<file path="src/rtl/bau_pkg.sv">
package bau_pkg;
  localparam int OPC_W = 9;
  localparam int AUX_W = 5;

  localparam logic [OPC_W-1:0] OPC_ALIGN_ADDR    = 9'h018;
  localparam logic [OPC_W-1:0] OPC_ALIGN_ADDR_LE = 9'h01A;
  localparam logic [OPC_W-1:0] OPC_ALIGN_DATA    = 9'h048;
  localparam logic [AUX_W-1:0] AUX_STATUS_ID     = 5'h13;

  typedef enum logic [2:0] {
    ACT_NONE,
    ACT_ADDR,
    ACT_ADDR_LE,
    ACT_DATA,
    ACT_SR_WR,
    ACT_SR_RD,
    ACT_TRAP,
    ACT_ILLEGAL
  } act_e;
endpackage

</file>
<file path="src/rtl/bau_decode.sv">
module bau_decode
  import bau_pkg::*;
(
  input  logic             op_valid,
  input  logic [OPC_W-1:0] op_code,
  input  logic             fpu_en,
  input  logic             aux_rd,
  input  logic             aux_wr,
  input  logic [AUX_W-1:0] aux_sel,
  output act_e             act
);
  always_comb begin
    act = ACT_NONE;
    if (op_valid) begin
      case (op_code)
        OPC_ALIGN_ADDR:    act = fpu_en ? ACT_ADDR    : ACT_TRAP;
        OPC_ALIGN_ADDR_LE: act = fpu_en ? ACT_ADDR_LE : ACT_TRAP;
        OPC_ALIGN_DATA:    act = fpu_en ? ACT_DATA    : ACT_TRAP;
        default:           act = ACT_ILLEGAL;
      endcase
    end else if ((aux_wr || aux_rd) && aux_sel == AUX_STATUS_ID) begin
      if (!fpu_en)     act = ACT_TRAP;
      else if (aux_wr) act = ACT_SR_WR;
      else             act = ACT_SR_RD;
    end
  end
endmodule

</file>
<file path="src/rtl/bau_addr.sv">
module bau_addr #(
  parameter int DATA_W = 64,
  parameter int OFF_W  = 3
) (
  input  logic [DATA_W-1:0] a,
  input  logic [DATA_W-1:0] b,
  output logic [DATA_W-1:0] aligned,
  output logic [OFF_W-1:0]  off,
  output logic [OFF_W-1:0]  off_le
);
  logic [DATA_W-1:0] sum;

  always_comb begin
    sum     = a + b;
    aligned = {sum[DATA_W-1:OFF_W], {OFF_W{1'b0}}};
    off     = sum[OFF_W-1:0];
    off_le  = {OFF_W{1'b0}} - sum[OFF_W-1:0];
  end
endmodule

</file>
<file path="src/rtl/bau_funnel.sv">
module bau_funnel #(
  parameter int DATA_W = 64,
  parameter int LANE_W = 8,
  localparam int NLANE = DATA_W / LANE_W,
  localparam int SEL_W = $clog2(NLANE)
) (
  input  logic [DATA_W-1:0] hi,
  input  logic [DATA_W-1:0] lo,
  input  logic [SEL_W-1:0]  sel,
  output logic [DATA_W-1:0] y
);
  logic [DATA_W-1:0] cand [NLANE];

  for (genvar k = 0; k < NLANE; k++) begin : g_lane
    if (k == 0) begin : g_zero
      assign cand[k] = hi;
    end else begin : g_mix
      assign cand[k] = {hi[DATA_W-1-k*LANE_W:0], lo[DATA_W-1:DATA_W-k*LANE_W]};
    end
  end

  assign y = cand[sel];
endmodule

</file>
<file path="src/rtl/byte_align_unit.sv">
module byte_align_unit
  import bau_pkg::*;
#(
  parameter int DATA_W = 64,
  parameter int LANE_W = 8,
  localparam int OFF_W = $clog2(DATA_W / LANE_W)
) (
  input  logic              clk,
  input  logic              rst,
  input  logic              op_valid,
  input  logic [OPC_W-1:0]  op_code,
  input  logic [DATA_W-1:0] int_a,
  input  logic [DATA_W-1:0] int_b,
  input  logic [DATA_W-1:0] fp_a,
  input  logic [DATA_W-1:0] fp_b,
  input  logic              fpu_en,
  input  logic              aux_rd,
  input  logic              aux_wr,
  input  logic [AUX_W-1:0]  aux_sel,
  input  logic [DATA_W-1:0] aux_wdata,
  output logic [DATA_W-1:0] int_result,
  output logic [DATA_W-1:0] fp_result,
  output logic              fpu_trap,
  output logic              illegal_op
);
  act_e              act;
  logic [DATA_W-1:0] status_q;
  logic [DATA_W-1:0] aligned;
  logic [OFF_W-1:0]  off, off_le;
  logic [DATA_W-1:0] funnel_y;

  bau_decode u_dec (
    .op_valid(op_valid), .op_code(op_code), .fpu_en(fpu_en),
    .aux_rd(aux_rd), .aux_wr(aux_wr), .aux_sel(aux_sel), .act(act)
  );

  bau_addr #(.DATA_W(DATA_W), .OFF_W(OFF_W)) u_addr (
    .a(int_a), .b(int_b), .aligned(aligned), .off(off), .off_le(off_le)
  );

  bau_funnel #(.DATA_W(DATA_W), .LANE_W(LANE_W)) u_funnel (
    .hi(fp_a), .lo(fp_b), .sel(status_q[OFF_W-1:0]), .y(funnel_y)
  );

  always_ff @(posedge clk) begin
    if (rst) begin
      status_q   <= '0;
      int_result <= '0;
      fp_result  <= '0;
      fpu_trap   <= 1'b0;
      illegal_op <= 1'b0;
    end else begin
      fpu_trap   <= 1'b0;
      illegal_op <= 1'b0;
      case (act)
        ACT_ADDR: begin
          int_result             <= aligned;
          status_q[OFF_W-1:0]    <= off;
        end
        ACT_ADDR_LE: begin
          int_result             <= aligned;
          status_q[OFF_W-1:0]    <= off_le;
        end
        ACT_DATA:    fp_result   <= funnel_y;
        ACT_SR_WR:   status_q    <= aux_wdata;
        ACT_SR_RD:   int_result  <= status_q;
        ACT_TRAP:    fpu_trap    <= 1'b1;
        ACT_ILLEGAL: illegal_op  <= 1'b1;
        default: ;
      endcase
    end
  end
endmodule

</file>
<file path="config.mk">
export PLATFORM = sky130hd
export DESIGN_NAME = byte_align_unit
export DESIGN_NICKNAME = d
export VERILOG_FILES = /design/src/rtl/bau_pkg.sv /design/src/rtl/bau_decode.sv /design/src/rtl/bau_addr.sv /design/src/rtl/bau_funnel.sv /design/src/rtl/byte_align_unit.sv
export SDC_FILE = /design/constraint.sdc
export NUM_CORES = 1
export LEC_CHECK = 0
export ABC_AREA = 1
export ABC_CLOCK_PERIOD_IN_PS = 1800
export BUFFER_PORTS_ARGS = -buffer_cell sky130_fd_sc_hd__buf_4
export CORE_MARGIN = 10
export CORE_UTILIZATION = 49
export CTS_BUF_LIST = sky130_fd_sc_hd__clkbuf_8
export CTS_CLUSTER_SIZE = 25
export DETAILED_ROUTE_END_ITERATION = 8
export PLACE_DENSITY = 0.79
export SYNTH_ARGS = -nofsm -noshare
export SYNTH_HDL_FRONTEND = slang
export SYNTH_SLANG_ARGS = --single-unit
export TNS_END_PERCENT = 10
</file>
<file path="constraint.sdc">
create_clock -name clk -period 1.8 [get_ports clk]
set_input_delay 0.09 -clock clk [delete_from_list [all_inputs] [get_ports clk]]
set_output_delay 0.09 -clock clk [all_outputs]
set_load 0.02 [all_outputs]
</file>
==> qor.txt, run 1 <==
Num CTS Buffers - 17
final HPWL from detailed placement - 65,000 um
multi-input logic area - 0.0105 mm2
CP required - 2.22 ns
fin crit share - 104%
1st-pass router iterations - 9
Final WS setup - -0.0652 ns
number of synthesized flops with an enable pin - 0
Post-Route Skew - 0.0419 ns
worst vdd ir - 0.000499 V
overall power - 15,000 uW
CP Capture Type - register
CTS Buffer Depth - 2
Layout Nets - 4,028
slew margin rel. - 59.2%
post-synthesis mux area share - 1.30%
Max Cap Viol - 0
die width - 201 um
largest net degree at the start of global routing - 95
vias per cell - 5.64
Row Count - 66
number of vias in the routed layout - 23,000
Fin. Hold Viols - 0
initial antenna violation count - 4
clk root buf - clkbuf_8
largest cells by area after synthesis - dfxtp_1 24%, nand2_1 22%, nor2_1 10%, o21ai_0 9.1%, inv_1 9.0%
cell taking the most area after synthesis - dfxtp_1
Die Area - 0.0406 mm2
critical path type - primary input to register
Arr. time, crit path - 2.29 ns
starting density of the core - 49.6%
WL final - 84,900 um
overflow left after global routing - 0
Clk pin slew, worst setup/hold paths - 0.12 ns
# IOs - 470
Post-synth ARST share - 0%
Synth Area in Compound Gates - 16.4%
Critical Path Most Common Cell - nand2_1
CP max stage delay - 0.32 ns
first-pass GRT wire length - 125,000 um
Post-Syn Instances - 2,910
RSZ-0062 raised after global routing - yes
worst slew pin tran - 0.612 ns
status - finished with violations
slowest stage cell, crit path - o21ai_4
fin crit period - 1.87 ns
Clk Latency, worst-skew pair - 0.57 ns
failing checks - DRC, setup timing
max-slew violation count - 0
startpoint types - primary input
Storage cell area - 0.00389 mm2
area of the core - 0.0325 mm2
DRT antenna net count - 0
pwr dens - 641 mW/mm2
simple-gate share of the synthesized area - 38.5%
endpoints failing setup - 1
Net Count, Synth - 3,315
critical path fanouts, max - 8
wire length per cell - 20.8 um
synthesized cell area - 0.0161 mm2
main flop type after synthesis - dfxtp_1
Sink Count - 194
Seq cells post-synth - 194
main combinational cell family by area after synthesis - simple AND/OR/NAND/NOR gates
yosys warns - 0
top-count cell post-synth - nand2_1
Highest Clock Rate - 0.536 GHz
share of cells above drive strength 1 - 24.1%
TritonCTS clock tree - done
fill count - 2,748
GR Util All Layers - 39.1%
initial drt markers - 2,674
Avg Cell Area, Syn - 5.54 um2
GP Congestion - 1.05
Yosys cell types - 41
DRC - 1
vias in the first global route - 22,200
sequential share of the synthesized area - 24.1%
Area Overhead vs Synth - 45.6%
Worst Hold Slack - 0.0376 ns
area share of the leading cell type in the synthesized netlist - 24.1%
Leakage - 0.0128 uW
H-tree depth - 4
adder-cell area share of the yosys netlist - 5.09%
# port buffers - 461
xor/xnor cell area share of the yosys netlist - 1.79%
Post-synth top cells - 949 x nand2_1, 430 x nor2_1, 388 x inv_1
die height - 201 um
Hold Path Class - primary input to register
worst-path cell chain - buf_4 -> nor2_1 -> inv_1 -> nor2_1 -> nand2_1 -> o21ai_2 -> nand2_1 -> nand2_1 -> buf_4 -> nand3_2 -> o21ai_4 -> buf_4 -> nand2_1 -> a21oi_1 -> nor2_2
per-layer routing:
layer	GRT usage [%]	vias up	wire (um)
li1	-	10600	-
met1	45.1	10500	31600
met4	23.1	2	5740
met3	9.72	413	8820
met2	64.5	1577	38700
met5	0	-	13
worst paths after layout:
kind	startpoint	to	slack, ns	cells after the start
max	op_code[5]	int_result[14]	-0.07	15
min	fp_a[63]	fp_result[63]	0.04	5
max reg2reg	status_q[0]	fp_result[49]	0	7
min reg2reg	status_q[26]	status_q[26]	0.48	2
critical path, delay by kind of cell:
family                 cells  cell delay [ns]
buffers and inverters      4             0.57
AND/OR/NAND/NOR            8             0.93
AO/OA/AOI/OAI              3             0.68
layout by cell type (no fill, tap or decap), types with 8 or more instances in the layout:
cell type      Yosys  final
clkbuf_8           0     17
ha_1              64     54
inv_1            388    387
dfxtp_1          194    191
nand3_2            2      8
nor3_1            17     14
nand2_2            3     14
buf_4             11    732
nor2_2             2     13
o22ai_1           11     11
dlygate4sd3_1      0     67
nand2_1          949    937
nor2_1           430    412
clkinv_8           0      8
o211ai_1          34     34
mux2i_1           21     19
xnor2_1           15     15
o21ai_0          292    276
xor2_1            18     15
nand4_1           15     15
a21oi_1          136    134
buf_12             0     21
o21ai_1            2     15
nand3_1          142    136
nor2_4             1      8
registers in the layout, summed over array words and instances (netlist names):
signal      cells
fp_result      64
int_result     64
status_q       64
fpu_trap        1
illegal_op      1
power breakdown:
group          internal [uW]  switching [uW]
logic                   2870            4120
registers               4590             237
clock network           1090            2140
total                   8550            6500
layout make-up:
| type | count | area share [%] |
|---|---|---|
| clock inverters | 15 | 0.879 |
| multi-input cells | 2191 | 44.6 |
| inverters | 396 | 6.34 |
| clock buffers | 17 | 0.996 |
| well taps | 442 | 2.35 |
| flip-flops and latches | 194 | 16.6 |
| repair buffers | 823 | 28.2 |
| diodes | 1 | 0.0107 |
stage by stage:
stage	area [um2]	setup TNS [ns]	cells	setup slack, ns	utilization (%)
3_5_place_dp	22100	-48.78	3976	-0.711	67.8
4_1_cts	23200	0	4075	0.00463	71.3
2_1_floorplan	16100	0	2910	0.110	-
5_1_grt	23500	-1.00	4079	-0.119	72.2
3_3_place_gp	22100	-27.88	3976	-0.673	67.8
6_report	23500	-0.0652	4079	-0.0652	72.2
timing repair:
action                     in CTS  in global routing
setup endpoints to repair       9                 85
resized for setup               7                 77
setup buffers                   0                  2
hold buffers                   67                  0
hold endpoints to repair       67                  0
pin swaps                       0                  5
gates cloned                    0                  1
logic make-up (layout without fill, tap and decap cells):
family          count (synthesis)  count (layout)
flops                         194             194
mux                            21              21
compound gates                497             497
xor+xnor                       33              33
fa+ha+maj                      65              65
buf+inv                       525            1251
other cells                     0               1
simple gates                 1575            1575
Power figures use the tool's default switching activity.
==> inputs of run 2 (changes only) <==
--- a/config.mk
+++ b/config.mk
@@ -5,15 +5,14 @@
 export SDC_FILE = /design/constraint.sdc
 export NUM_CORES = 1
 export LEC_CHECK = 0
-export ABC_AREA = 1
 export ABC_CLOCK_PERIOD_IN_PS = 1800
 export BUFFER_PORTS_ARGS = -buffer_cell sky130_fd_sc_hd__buf_4
 export CORE_MARGIN = 10
-export CORE_UTILIZATION = 49
+export CORE_UTILIZATION = 48
 export CTS_BUF_LIST = sky130_fd_sc_hd__clkbuf_8
 export CTS_CLUSTER_SIZE = 25
 export DETAILED_ROUTE_END_ITERATION = 8
-export PLACE_DENSITY = 0.79
+export PLACE_DENSITY = 0.84
 export SYNTH_ARGS = -nofsm -noshare
 export SYNTH_HDL_FRONTEND = slang
 export SYNTH_SLANG_ARGS = --single-unit
==> run 2 against run 1 <==
First-iteration DRC count is 35% lower; setup slack worse by 0.41 ns; the run ends with setup timing left; critical endpoint is now int_result[60]; global-route usage is 3.1 points lower; largest power group unchanged; utilization is 6.1 points higher.
==> qor.txt, run 2 <==
status - finished with violations
failing checks - setup timing
Post-Route Skew - 0.0184 ns
final HPWL from detailed placement - 51,600 um
critical path fanouts, max - 5
starting density of the core - 48.8%
Die Area - 0.0366 mm2
GR Util All Layers - 36.0%
Net Count, Synth - 2,275
critical path type - primary input to register
fin crit period - 2.27 ns
Max Cap Viol - 0
Seq cells post-synth - 194
overflow left after global routing - 0
synthesized cell area - 0.0141 mm2
largest net degree at the start of global routing - 80
Worst Hold Slack - 0.0300 ns
wire length per cell - 22.7 um
WL final - 69,000 um
multi-input logic area - 0.0105 mm2
pwr dens - 638 mW/mm2
Regs by FF count - fp_result x64, int_result x64, status_q x64
DRT antenna net count - 0
CP required - 2.23 ns
Leakage - 0.00978 uW
Post-synth ARST share - 0%
worst-path cell chain - buf_4 -> ha_4 -> buf_4 -> a21o_1 -> o21ba_2 -> o21a_1 -> o211ai_1 -> o2111ai_4 -> a31oi_2 -> buf_4 -> a21o_1 -> a31oi_2 -> mux2_2 -> nor2_1
Clk Latency, worst-skew pair - 0.51 ns
slowest stage cell, crit path - mux2_2
Final WS setup - -0.473 ns
Layout Nets - 3,037
Highest Clock Rate - 0.440 GHz
vias per cell - 5.98
largest cells by area after synthesis - dfxtp_1 28%, nand2_1 10%, a21oi_1 7.5%, ha_1 5.7%, nor2_1 5.5%
Clk pin slew, worst setup/hold paths - 0.11 ns
Area Overhead vs Synth - 60.5%
yosys warns - 0
RSZ-0062 raised after global routing - yes
most frequent cells in the layout - 773 x buf_4, 368 x nand2_1, 203 x nor2_1, 191 x dfxtp_1, 186 x a21oi_1
die height - 191 um
Storage cell area - 0.00389 mm2
initial antenna violation count - 5
area of the core - 0.0289 mm2
GP Congestion - 0.985
number of vias in the routed layout - 18,100
first-pass GRT wire length - 104,000 um
clk root buf - clkbuf_8
TritonCTS clock tree - done
worst slew pin tran - 0.597 ns
Num CTS Buffers - 17
commonest non-fill, non-tap cell in the layout - buf_4
H-tree depth - 4
CP Capture Type - register
slew margin rel. - 59.8%
Hold Path Class - primary input to register
number of synthesized flops with an enable pin - 0
endpoints failing setup - 182
fin crit share - 126%
vias in the first global route - 18,700
area share of the leading cell type in the synthesized netlist - 27.6%
Post-synth top cells - 374 x nand2_1, 212 x a21oi_1, 208 x nor2_1
# port buffers - 461
Critical Path Most Common Cell - buf_4
Avg Cell Area, Syn - 7.53 um2
Arr. time, crit path - 2.71 ns
cell taking the most area after synthesis - dfxtp_1
top-count cell post-synth - nand2_1
share of cells above drive strength 1 - 40.2%
max-slew violation count - 0
die width - 191 um
Fin. Hold Viols - 0
DRC - 0
main flop type after synthesis - dfxtp_1
Row Count - 62
fill count - 1,936
1st-pass router iterations - 8
Post-Syn Instances - 1,870
sequential share of the synthesized area - 27.6%
startpoint types - primary input
CTS Buffer Depth - 2
overall power - 14,400 uW
Sink Count - 194
initial drt markers - 1,738
Yosys cell types - 76
# IOs - 470
CP max stage delay - 0.35 ns
worst vdd ir - 0.000505 V
-- run 2: where the power goes --
group | internal (uW) | switching (uW) | total [uW]
sequential | 4560 | 247 | 4810
combinational | 3290 | 3420 | 6710
clock | 1050 | 1840 | 2900
-- run 2: through the flow --
stage                     utilization [%]  worst slack [ns]  instances  instance area, um2  TNS (ns)
final                                78.3            -0.473       3035               22600    -24.87
after global routing                 78.3            -0.603       3034               22600    -44.00
after CTS                            77.1            -0.525       3018               22200     -7.87
after detailed placement             70.5             -1.20       2892               20300   -126.93
after global placement               70.5             -1.11       2892               20300   -120.60
after floorplan                         -            -0.679       1870               14400    -44.99
-- run 2: repair_timing --
action / in CTS / in global routing
hold buffers: 64 / 0
endpoints found under the setup margin: 174 / 192
resized for setup: 135 / 39
buffers inserted: 30 / 11
hold endpoints to repair: 78 / 0
gates cloned: 2 / 0
pin swaps: 82 / 36
-- run 2: metal layers --
metal	track usage [%]	routed length, um
met1	39.8	25100
met2	61.5	33300
met3	9.80	6620
met4	19.8	3960
met5	0	0
-- run 2: cell families (layout without fill, tap and decap cells) --
| kind of cell | after synthesis | after routing | share of synthesized area, % |
|---|---|---|---|
| compound gates | 564 | 564 | 25.6 |
| xor+xnor | 55 | 55 | 3.42 |
| fa+ha+maj | 65 | 65 | 5.83 |
| buf+inv | 166 | 941 | 5.08 |
| flops | 194 | 194 | 27.6 |
| mux | 116 | 116 | 11.4 |
| other cells | 0 | 6 | 0 |
| simple gates | 710 | 710 | 21.1 |
-- run 2: worst paths after layout --
path | startpoint | end | slack (ns) | depth (start not counted)
worst max-delay path | int_a[23] | int_result[60] | -0.47 | 14
worst max register to register | status_q[1] | fp_result[44] | -0.04 | 8
worst min-delay path | aux_wdata[0] | status_q[0] | 0.03 | 3
worst min register to register | status_q[50] | status_q[50] | 0.46 | 2
-- run 2: final cells by class --
type | instances | share of cell area, %
Timing Repair Buffer | 886 | 32.1
Multi-Input combinational cell | 1510 | 46.5
Antenna cell | 6 | 0.0665
Clock inverter | 13 | 0.460
Clock buffer | 19 | 1.16
Inverter | 23 | 0.382
Tap cell | 384 | 2.13
Sequential cell | 194 | 17.2
-- run 2: worst max-delay path: cells and delay by family --
family | cells | cell delay [ns]
simple gates | 1 | 0.09
mux | 1 | 0.35
buf+inv | 3 | 0.45
fa+ha+maj | 1 | 0.26
compound gates | 8 | 1.46
